--- config.mk ---
export PLATFORM = sky130hd
export DESIGN_NAME = phase_count_detect
export DESIGN_NICKNAME = d
export VERILOG_FILES = /design/src/rtl/pcd_pkg.sv /design/src/rtl/pcd_sync.sv /design/src/rtl/pcd_window.sv /design/src/rtl/pcd_decode.sv /design/src/rtl/phase_count_detect.sv
export SDC_FILE = /design/constraint.sdc
export NUM_CORES = 1
export LEC_CHECK = 0
export ABC_AREA = 0
export BUFFER_PORTS_ARGS = -buffer_cell sky130_fd_sc_hd__buf_2
export CAP_MARGIN = 5
export CORE_MARGIN = 10
export CORE_UTILIZATION = 50
export CTS_CLUSTER_SIZE = 8
export DETAILED_ROUTE_END_ITERATION = 16
export GPL_ROUTABILITY_DRIVEN = 0
export PLACE_DENSITY = 0.79
export SYNTH_ARGS = -nofsm -noshare
export SYNTH_HDL_FRONTEND = slang
export SYNTH_SLANG_ARGS = --single-unit
--- constraint.sdc ---
create_clock -name clk -period 3.4 [get_ports clk]
set_clock_uncertainty 0.05 [all_clocks]
set_input_delay 0.68 -clock clk [delete_from_list [all_inputs] [get_ports clk]]
set_output_delay 0.68 -clock clk [all_outputs]
set_load 0.02 [all_outputs]
--- src/rtl/pcd_pkg.sv ---
// Package: shared state type and default sizes for the phase-count detector.
package pcd_pkg;
    localparam int PCD_CHANNELS = 8;
    localparam int PCD_WINDOW   = 8;

    typedef enum logic [0:0] {
        WIN_IDLE = 1'b0,
        WIN_OPEN = 1'b1
    } win_state_t;
endpackage

--- src/rtl/pcd_sync.sv ---
// pcd_sync: multi-stage synchronizer for a bus of independent level signals.
// Assumes each bit is quasi-static; no bus coherency is provided.
module pcd_sync #(
    parameter int W      = 7,
    parameter int STAGES = 2
) (
    input  logic         clk,
    input  logic         rst_n,
    input  logic [W-1:0] d_async,
    output logic [W-1:0] d_sync
);
    logic [STAGES-1:0][W-1:0] stage_q;

    generate
        for (genvar s = 0; s < STAGES; s++) begin : g_stage
            if (s == 0) begin : g_first
                // first flop captures the asynchronous level
                always_ff @(posedge clk) begin
                    if (!rst_n) stage_q[s] <= '0;
                    else        stage_q[s] <= d_async;
                end
            end else begin : g_next
                // following flops let metastability settle
                always_ff @(posedge clk) begin
                    if (!rst_n) stage_q[s] <= '0;
                    else        stage_q[s] <= stage_q[s-1];
                end
            end
        end
    endgenerate

    assign d_sync = stage_q[STAGES-1];
endmodule

--- src/rtl/pcd_window.sv ---
// pcd_window: opens a fixed-length detection window on a start pulse.
// Assumes start is a single-cycle pulse; starts during an open window are dropped.
module pcd_window
    import pcd_pkg::*;
#(
    parameter int WIN_CYC = 8
) (
    input  logic clk,
    input  logic rst_n,
    input  logic start,
    output logic busy,
    output logic last
);
    localparam int CW = (WIN_CYC > 1) ? $clog2(WIN_CYC) : 1;
    localparam logic [CW-1:0] LAST_IDX = CW'(WIN_CYC - 1);

    win_state_t    st_q;
    logic [CW-1:0] cnt_q;

    // window state and cycle counter
    always_ff @(posedge clk) begin
        if (!rst_n) begin
            st_q  <= WIN_IDLE;
            cnt_q <= '0;
        end else begin
            case (st_q)
                WIN_IDLE: begin
                    if (start) begin
                        st_q  <= WIN_OPEN;
                        cnt_q <= '0;
                    end
                end
                default: begin
                    if (cnt_q == LAST_IDX) begin
                        st_q  <= WIN_IDLE;
                        cnt_q <= '0;
                    end else begin
                        cnt_q <= cnt_q + CW'(1);
                    end
                end
            endcase
        end
    end

    assign busy = (st_q == WIN_OPEN);
    assign last = busy && (cnt_q == LAST_IDX);
endmodule

--- src/rtl/pcd_decode.sv ---
// pcd_decode: combinational strap decoder.
// Input bit i is the comparator of channel i+2 (1 = strapped to supply).
// Produces the contiguous-active count, channel mask and a contiguity error.
module pcd_decode #(
    parameter int NUM_CH = 8
) (
    input  logic [NUM_CH-2:0]         straps,
    output logic [$clog2(NUM_CH+1)-1:0] count,
    output logic [NUM_CH-1:0]         mask,
    output logic                      bad_order
);
    localparam int UP = NUM_CH - 1;
    localparam int CNT_W = $clog2(NUM_CH + 1);

    // active chain: a channel is active only if all lower ones are active
    assign mask[0] = 1'b1;
    generate
        for (genvar i = 1; i < NUM_CH; i++) begin : g_chain
            assign mask[i] = mask[i-1] & ~straps[i-1];
        end
    endgenerate

    // population of the chain gives the phase count
    always_comb begin
        count = '0;
        for (int j = 0; j < NUM_CH; j++) begin
            count = count + CNT_W'(mask[j]);
        end
    end

    // a strapped pin directly below an unstrapped one breaks contiguity
    always_comb begin
        bad_order = 1'b0;
        for (int j = 0; j < UP - 1; j++) begin
            bad_order = bad_order | (straps[j] & ~straps[j+1]);
        end
    end
endmodule

--- src/rtl/phase_count_detect.sv ---
// phase_count_detect: top of the phase-count detector.
// Synchronizes the strap comparators, runs the detection window, latches the
// decoded count/mask at the window's last cycle and drives sink and driver
// controls from the latched mask. Assumes strap_cmp is static during startup.
module phase_count_detect
    import pcd_pkg::*;
#(
    parameter int NUM_CH  = PCD_CHANNELS,
    parameter int WIN_CYC = PCD_WINDOW
) (
    input  logic                          clk,
    input  logic                          rst_n,
    input  logic                          win_start,
    input  logic [NUM_CH-2:0]             strap_cmp,
    output logic [$clog2(NUM_CH+1)-1:0]   phase_cnt,
    output logic [NUM_CH-1:0]             ch_en,
    output logic [NUM_CH-2:0]             sink_rel,
    output logic [NUM_CH-1:0]             drv_oe,
    output logic                          pwm1_low,
    output logic                          det_busy,
    output logic                          det_valid,
    output logic                          strap_err
);
    localparam int CNT_W = $clog2(NUM_CH + 1);

    logic [NUM_CH-2:0] straps_s;
    logic              win_last;
    logic [CNT_W-1:0]  dec_cnt;
    logic [NUM_CH-1:0] dec_mask;
    logic              dec_err;

    logic [CNT_W-1:0]  cnt_q;
    logic [NUM_CH-1:0] mask_q;
    logic              err_q;
    logic              valid_q;

    pcd_sync #(.W(NUM_CH-1), .STAGES(2)) u_sync (
        .clk     (clk),
        .rst_n   (rst_n),
        .d_async (strap_cmp),
        .d_sync  (straps_s)
    );

    pcd_window #(.WIN_CYC(WIN_CYC)) u_win (
        .clk   (clk),
        .rst_n (rst_n),
        .start (win_start),
        .busy  (det_busy),
        .last  (win_last)
    );

    pcd_decode #(.NUM_CH(NUM_CH)) u_dec (
        .straps    (straps_s),
        .count     (dec_cnt),
        .mask      (dec_mask),
        .bad_order (dec_err)
    );

    // result registers: cleared-valid on accepted start, loaded at window end
    always_ff @(posedge clk) begin
        if (!rst_n) begin
            cnt_q   <= '0;
            mask_q  <= '0;
            err_q   <= 1'b0;
            valid_q <= 1'b0;
        end else if (win_start && !det_busy) begin
            valid_q <= 1'b0;
        end else if (win_last) begin
            cnt_q   <= dec_cnt;
            mask_q  <= dec_mask;
            err_q   <= dec_err;
            valid_q <= 1'b1;
        end
    end

    assign phase_cnt = cnt_q;
    assign ch_en     = mask_q;
    assign strap_err = err_q;
    assign det_valid = valid_q;
    assign pwm1_low  = det_busy;
    assign drv_oe    = valid_q ? mask_q : '0;
    assign sink_rel  = valid_q ? mask_q[NUM_CH-1:1] : '0;
endmodule

# Word-level counts from Yosys, hierarchy flattened
# Index checks and enable logic that the tools add are counted.
# totals
regBits,32
word_cells,57
# classes
add_sub_neg,8
n_eq_ne,1
mux,8
bitwise,26
reduce_logical,6
# op_table
operator,n
4-bit by 1-bit adder with 4-bit output,6
1-bit bitwise AND,12
3-bit two-way mux,3
1-bit inverter,9
8-bit two-way mux,1
7-bit two-way mux,1
1-bit bitwise OR,5
"3-bit by 1-bit adder with 3-bit output, second input constant",1
"3-bit equality test, second input constant",1
1-bit two-way mux,3
"1-bit by 1-bit adder with 2-bit output, first input constant",1
1-bit logical AND,2
2-bit AND reduction,1
2-bit nonzero test,1
2-bit OR reduction,1
1-bit logical NOT,1

# Logic depth before layout (Yosys ltp)
# Gate-level depths: netlist of run 1.
# depth
ltp_word,8
depth_mapped,10
depth_no_buf,10

# Cells and area by module
# Synthesis of run 1 repeated with hierarchy kept, for this count alone.
# hier_totals
cells_unflattened,166
hier_area_um2,1605.3
# modules_own_cells
mod,n_inst,cells_each,area_each_um2,seq_area_each_um2
phase_count_detect,1,77,688.2,280.3
pcd_sync,1,36,444.2,280.3
pcd_decode,1,36,275.3,0.0
pcd_window,1,17,197.7,80.1

# Worst setup path before layout of run 1
# OpenSTA, ideal clock, no wires.
# synth_path
path_kind,register to register
startpoint,"register u_sync.stage_q, in the netlist u_sync.d_sync[1]"
endpoint,register cnt_q[2] (netlist: phase_cnt[2])
setup_time_ps,70
arrival_time_ps,2571
required_time_ps,3280
path_slack_ps,709
path_stages_with_launch,10
period_less_slack_ps,2691
cell_sequence,dfxtp_1 > nor4_4 > ha_1 > inv_1 > fa_1 > fa_1 > fa_1 > xnor2_1 > nand2_1 > a21boi_1
# synth_between
elab_chain_cells,8
# synth_lines
item,line,source
start: declaration,pcd_sync.sv:12,logic [STAGES-1:0][W-1:0] stage_q;
start signal: indexed assignment,pcd_sync.sv:26,else stage_q[s] <= stage_q[s-1];
1-bit inverter *,pcd_decode.sv:19,assign mask[i] = mask[i-1] & ~straps[i-1];
1-bit bitwise AND * (3 in series),pcd_decode.sv:19,
via dec_mask[4],phase_count_detect.sv:29,logic [NUM_CH-1:0] dec_mask;
4-bit by 1-bit adder with 4-bit output or 1-bit bitwise AND (tied branches) (3 in series),"pcd_decode.sv:27, pcd_decode.sv:19",
4-bit by 1-bit adder with 4-bit output *,pcd_decode.sv:27,count = count + CNT_W'(mask[j]);
end signal: assignment,phase_count_detect.sv:69,cnt_q <= dec_cnt;
end: declaration,phase_count_detect.sv:32,logic [CNT_W-1:0] cnt_q;
# The timed path passes the listed nets; every way through them passes the cells marked *.
# A chain may end at the register's enable or synchronous reset.

# Worst setup path after layout of run 1
# Same ends and word-level chain as after synthesis.

==> results of run 1 <==
[layer usage]
metal  part of all wire, %  wire (um)  up-vias  track usage [%]
met5                     0          0        -                0
met4                   2.3         62        0            6.751
met3                    10        273        7            6.531
met2                    47       1255       36            17.48
met1                    41       1094      460            10.89
li1                      -          -      525                -
[critical path, cell delays in order, from the launching register on]
cell and delay [ns]:
dfxtp_1 0.36, nor4_4 0.46, ha_1 0.31, inv_1 0.07, fa_1 0.42, fa_1 0.41
fa_1 0.40, xnor2_1 0.16, nand2_1 0.07, a21boi_1 0.15
[per-stage QoR]
stage	cell area, sq um	utilization (%)	setup slack [ns]	power [W]	std cells
2_1_floorplan	1405	-	0.7088	0.0004659	143
3_3_place_gp	1545	57.02	0.6228	0.0004793	199
3_5_place_dp	1545	57.02	0.4950	0.0004902	199
4_1_cts	1604	59.19	0.4807	0.0007058	207
5_1_grt	1604	59.19	0.3075	0.0007421	207
6_report	1604	59.19	0.4882	0.0006978	207
[path summary, 6_finish.rpt]
| check | from | endpoint | slack [ns] |
|---|---|---|---|
| setup / recovery | u_sync.d_sync[1] | phase_cnt[2] | 0.49 |
| hold / removal | u_sync.stage_q[6] | u_sync.d_sync[6] | 0.39 |
| setup reg to reg | u_sync.d_sync[1] | phase_cnt[2] | 0.49 |
| hold reg to reg | u_sync.stage_q[6] | u_sync.d_sync[6] | 0.39 |
[sequential cells by signal, summed over array words and instances, names as in the netlist]
name and flops:
phase_cnt 4, ch_en 8, det_valid 1, strap_err 1
u_sync.d_sync 7, u_win.busy 1, u_win.cnt_q 3, u_sync.stage_q 7
[cells in the final DEF (no fill, tap or decap), drive strengths merged]
master | netlist | layout
buf | 11 | 40
dfxtp | 32 | 32
and2 | 25 | 25
nand2 | 15 | 15
clkbuf | 4 | 8
a21boi | 7 | 7
ha | 5 | 5
inv | 4 | 4
nand2b | 4 | 4
nor2b | 4 | 4
o21ai | 4 | 4
nor2 | 3 | 3
o211a | 3 | 3
nand3 | 3 | 3
fa | 3 | 3
o21a | 2 | 2
a21oi | 2 | 2
nor3b | 2 | 2
nand3b | 2 | 2
nor4 | 1 | 1
or3 | 1 | 1
xnor2 | 1 | 1
mux2i | 1 | 1
o211ai | 1 | 1
o22a | 1 | 1
a31oi | 1 | 1
or3b | 1 | 1
[cells by family (layout without fill, tap and decap cells)]
group	count (synthesis)	count (layout)	share of synthesized area, %
mux	1	1	0.7124
fa+ha+maj	8	8	8.727
flops	32	32	45.59
buf+inv	19	52	8.102
xor+xnor	1	1	0.6234
compound gates	21	21	10.69
simple gates	61	61	25.56
[power groups by stage]
stage	Combinational (W)	Clock, W	Sequential [W]
final	0.0000872	0.000219	0.000392
after detailed placement	0.0000893	0	0.000401
after floorplan	0.0000670	0	0.000399
after global placement	0.0000794	0	0.000400
after global routing	0.0000997	0.000248	0.000394
after CTS	0.0000900	0.000224	0.000392
[layout make-up]
class / instances / area share [%]
clock buffers: 8 / 3.666
inverters: 4 / 0.9360
well taps: 31 / 2.418
multi-input cells: 92 / 40.56
repair buffers: 40 / 12.48
flip-flops and latches: 32 / 39.94
==> metrics.md, run 1 <==
| Metric | Value |
|---|---|
| Run status | finished, final reports clean |
| Number of max-capacitance violations reported | 0 |
| Std-Cell Core Area | 2710 sq um |
| Max FO, Critical Path | 6 |
| Class of the most critical hold timing path | register to register |
| DIE AREA | 5330 sq um |
| Buffers added on ports | 40 |
| Number of antenna cells inserted | 0 |
| Sequential share of power | 56.2% |
| Setup-failing EPs final | 0 |
| Post-synthesis average cell area | 9.826 sq um |
| Share of the cycle needed by the critical path after routing | 85.64% |
| Level count of the clock H-tree | 2 |
| Buffers inserted during post-CTS setup optimization | 0 |
| Number of pins with negative max-slew slack in the final report | 0 |
| Share of total power consumed by net switching | 24.25% |
| Filler Cell Count | 242 |
| Die width | 73.01 um |
| Final hold violation count | 0 |
| Sort of element at the start of the critical path | register |
| GR Util All Layers | 11.07% |
| Core Rows | 19 |
| Share of layout cells above drive strength 1 | 27.27% |
| Post-synth top flop | dfxtp_1 |
| Number of enable flip-flop cells after synthesis | 0 |
| Placed wire-length estimate after detailed placement | 2099 um |
| Post-Syn Nets | 161 |
| Async SR Flop Fraction | 0% |
| Gate power share | 12.5% |
| Largest net degree at the start of global routing | 34 |
| Tightest Pin Transition | 0.6014 ns |
| Hold buffer count at cts | 0 |
| Most frequently used cell type in the post-synthesis netlist | dfxtp_1 |
| Number of warnings printed during yosys synthesis | 0 |
| Ports | 41 |
| First-pass GRT wire length | 4719 um |
| Net switching power figure | 0.0001692 W |
| Clock latency at the later pin of the worst-skew pair | 0.33 ns |
| Sequential standard cell area | 640.6 sq um |
| Relative slew margins | 59.90% |
| Combined area of all synthesized cells | 1405 sq um |
| Reg2reg path depth | 9 |
| Hold WS | 0.3891 ns |
| Type of the setup path with the least slack | register to register |
| Vias post-DR | 1028 |
| Total power density per cell area | 435.0 nW/um^2 |
| Wire length after detailed routing | 2686 um |
| Req. time, crit path | 3.62 ns |
| Maximum clock path buffer count | 2 |
| Largest area contributor in the netlist | dfxtp_1 |
| Buffer type at the clock tree root | clkbuf_4 |
| Detailed-route wire length per cell | 12.98 um |
| Nets | 193 |
| Area of the multi-input gates | 650.6 sq um |
| Number of global-route vias before repair | 1063 |
| Vias per Instance | 4.966 |
| Gate Count Post-Synth | 143 |
| Clock share of power | 31.3% |
| Clock buffer count from CTS | 5 |
| Count of different cell masters after synthesis | 32 |
| Max Freq | 0.3434 GHz |
| Sink Count | 32 |
| Height of the die | 73.01 um |
| Arrival time at the worst endpoint | 3.13 ns |
| Post-cts resize count | 0 |
| Number of cells on the worst hold path | 1 |
| Ranking of synthesized cells by area | dfxtp_1 46%, and2_1 11%, buf_4 4.8%, ha_1 4.5%, fa_1 4.3% |
| CTS tree | yes |
| Total negative slack | 0 ns |
| Sequential element share of the synthesized area | 45.59% |
| Flip-flop and latch count after synthesis | 32 |
| Largest vdd supply drop | 341.4 uV |
| DRC errors left | 0 |
| Number of DRC violations after detailed-routing iteration 0 | 50 |
| Internal power of the cells | 0.0005286 W |
| Syn-to-layout area delta | 14.16% |
| Setup repair after global routing missed its margin | false |
| Critical Path Sink Type | register |
| Static leakage power | 0.7920 nW |
| Clock-pin transition on the worst setup and hold timing paths | 0.09 ns |
| Antenna violations before repair | 0 |
| Leftover overflow at the end of global routing | 0 |
| List of most frequent post-synthesis cells | 32 x dfxtp_1, 25 x and2_1, 15 x nand2_1 |
| Number of iterations in the first detailed-routing pass | 4 |
| Initial Utilization | 51.85% |
| Share of the synthesized area in the top cell type | 45.59% |
| Min Clock Period, post-route | 2.912 ns |
| Post-detailed-route count of antenna-violating nets | 0 |
Power figures use the tool's default switching activity.
==> run 2: changes to the inputs <==
--- a/config.mk
+++ b/config.mk
@@ -12,8 +12,7 @@
 export CORE_UTILIZATION = 50
 export CTS_CLUSTER_SIZE = 8
 export DETAILED_ROUTE_END_ITERATION = 16
-export GPL_ROUTABILITY_DRIVEN = 0
-export PLACE_DENSITY = 0.79
+export PLACE_DENSITY = 0.83
 export SYNTH_ARGS = -nofsm -noshare
 export SYNTH_HDL_FRONTEND = slang
 export SYNTH_SLANG_ARGS = --single-unit
==> run 2 against run 1 <==
Effect of this change: global-route usage is 0.54 points lower; sequential cell count unchanged; maximum frequency up 0.49%; count of clock-buffer cells in the layout stayed put; critical path depth did not move; largest cell class unchanged.
==> metrics.md, run 2 (synthesis results as in run 1) <==
| Metric | Value |
|---|---|
| Leftover overflow at the end of global routing | 0 (unchanged) |
| Number of iterations in the first detailed-routing pass | 4 (unchanged) |
| Sink Count | 32 (unchanged) |
| Vias post-DR | 1036 (was 1028) |
| Clock buffer count from CTS | 5 (unchanged) |
| Clock latency at the later pin of the worst-skew pair | 0.33 ns (about the same) |
| Initial Utilization | 51.85% (unchanged) |
| Number of cells on the worst hold path | 1 (unchanged) |
| Buffer type at the clock tree root | clkbuf_4 (unchanged) |
| Filler Cell Count | 241 (was 242) |
| Filler-free cell count of the finished design | 207 (unchanged) |
| Std-Cell Core Area | 2710 sq um (unchanged) |
| Maximum clock path buffer count | 2 (unchanged) |
| Hold WS | 0.3869 ns (was 0.3891 ns) |
| Ports | 41 (unchanged) |
| Pre-CTS WS | 0.5114 ns (was 0.4950 ns) |
| Syn-to-layout area delta | 14.16% (unchanged) |
| Crit path cell chain | nor4_4 -> ha_1 -> inv_1 -> fa_1 -> fa_1 -> fa_1 -> xnor2_1 -> nand2_1 -> a21boi_1 (unchanged) |
| Buffers inserted during post-CTS setup optimization | 0 (unchanged) |
| Static leakage power | 0.7920 nW (unchanged) |
| Nets | 193 (unchanged) |
| Placed wire-length estimate after detailed placement | 2098 um (was 2099 um) |
| Height of the die | 73.01 um (unchanged) |
| Placed Cells incl. Taps | 199 (unchanged) |
| Class of the most critical hold timing path | register to register (unchanged) |
| Post-cts resize count | 0 (unchanged) |
| Clock-pin transition on the worst setup and hold timing paths | 0.09 ns (about the same) |
| Number of antenna cells inserted | 0 (unchanged) |
| Reg2reg path depth | 9 (unchanged) |
| Total negative slack | 0 ns (unchanged) |
| Req. time, crit path | 3.62 ns (about the same) |
| Share of the cycle needed by the critical path after routing | 85.23% (was 85.64%) |
| Number of DRC violations after detailed-routing iteration 0 | 63 (was 50) |
| Total power density per cell area | 434.2 nW/um^2 (was 435.0 nW/um^2) |
| Final hold violation count | 0 (unchanged) |
| Detailed-route wire length per cell | 12.96 um (was 12.98 um) |
| Arrival time at the worst endpoint | 3.12 ns (was 3.13 ns) |
| Core Rows | 19 (unchanged) |
| CP max-delay cell | nor4_4 (unchanged) |
| First-pass GRT wire length | 4505 um (was 4719 um) |
| Tightest Pin Transition | 0.6063 ns (was 0.6014 ns) |
| Relative slew margins | 59.58% (was 59.90%) |
| Setup repair after global routing missed its margin | false (unchanged) |
| Post-detailed-route count of antenna-violating nets | 0 (unchanged) |
| GR Util All Layers | 10.53% (was 11.07%) |
| Die width | 73.01 um (unchanged) |
| Sort of element at the start of the critical path | register (unchanged) |
| Vias per Instance | 5.005 (was 4.966) |
| Wire length after detailed routing | 2682 um (was 2686 um) |
| GP Congestion | 0.8254 |
| Antenna violations before repair | 0 (unchanged) |
| DIE AREA | 5330 sq um (unchanged) |
| Number of max-capacitance violations reported | 0 (unchanged) |
| Min Clock Period, post-route | 2.898 ns (was 2.912 ns) |
| Type of the setup path with the least slack | register to register (unchanged) |
| Largest net degree at the start of global routing | 34 (unchanged) |
| CTS tree | yes (unchanged) |
| Run status | finished, final reports clean (unchanged) |
| Level count of the clock H-tree | 2 (unchanged) |
| Largest stage delay on the critical path | 0.43 ns (was 0.46 ns) |
| Setup-failing EPs final | 0 (unchanged) |
| Buffers added on ports | 40 (unchanged) |
| Flip-flop count of the largest register after layout | 8 (unchanged) |
| Final worst setup slack | 0.5023 ns (was 0.4882 ns) |
| Max FO, Critical Path | 6 (unchanged) |
| Max Freq | 0.3451 GHz (was 0.3434 GHz) |
| Power, Total | 0.0006964 W (was 0.0006978 W) |
| Largest vdd supply drop | 383.8 uV (was 341.4 uV) |
| Critical Path Sink Type | register (unchanged) |
| Leading cell type in the layout, fill and taps excluded | buf_2 (unchanged) |
| Number of global-route vias before repair | 1080 (was 1063) |
| Commonest cells after routing, fill and taps aside | 40 x buf_2, 32 x dfxtp_1, 25 x and2_1, 15 x nand2_1, 6 x a21boi_1 (unchanged) |
| Most prevalent standard cell on the critical path | fa_1 (unchanged) |
| DRC errors left | 0 (unchanged) |
| Hold buffer count at cts | 0 (unchanged) |
| Number of pins with negative max-slew slack in the final report | 0 (unchanged) |
| Share of layout cells above drive strength 1 | 27.27% (unchanged) |
[run 2: cell counts in the layout (fill, tap and decap cells not counted)]
Identical to the previous run, type by type.
[run 2: worst max-delay path: cells and delay by family (launching register included)]
kind            cells  cell delay (ns)
compound gates      1             0.16
xor+xnor            1             0.15
fa+ha+maj           4             1.55
buf+inv             1             0.07
flops               1             0.37
simple gates        2             0.50
[run 2: layout make-up]
| cell class | count | area (sq um) | share of cell area, % |
|---|---|---|---|
| repair buffers | 40 | 200.2 | 12.48 |
| well taps | 31 | 38.79 | 2.418 |
| clock buffers | 8 | 58.81 | 3.666 |
| inverters | 4 | 15.01 | 0.9360 |
| flip-flops and latches | 32 | 640.6 | 39.94 |
| multi-input cells | 92 | 650.6 | 40.56 |
[run 2: worst paths after layout]
path	startpoint	to	slack [ns]
max reg2reg	u_sync.d_sync[1]	phase_cnt[2]	0.50
min	u_sync.stage_q[2]	u_sync.d_sync[2]	0.39
max	u_sync.d_sync[1]	phase_cnt[2]	0.50
min reg2reg	u_sync.stage_q[2]	u_sync.d_sync[2]	0.39
[run 2: per-stage QoR]
stage,utilization [%],instance area (sq um)
final,59.19,1604
after CTS,59.19,1604
after global routing,59.19,1604
after detailed placement,57.02,1545
after global placement,57.02,1545
after floorplan,-,1405
[run 2: metal layers]
metal / vias to the layer above / GRT usage (%) / share of wire (%)
met4: 0 / 5.063 / 1.9
li1: 525 / - / -
met1: 470 / 9.968 / 41
met3: 4 / 6.395 / 11
met5: - / 0 / 0
met2: 37 / 17.57 / 46
[run 2: power by group]
part | total [W] | internal [W] | switching (W)
Combinational | 0.0000833 | 0.0000407 | 0.0000426
Sequential | 0.000392 | 0.000384 | 0.00000756
Clock | 0.000221 | 0.000102 | 0.000119
Total | 0.000696 | 0.000527 | 0.000169
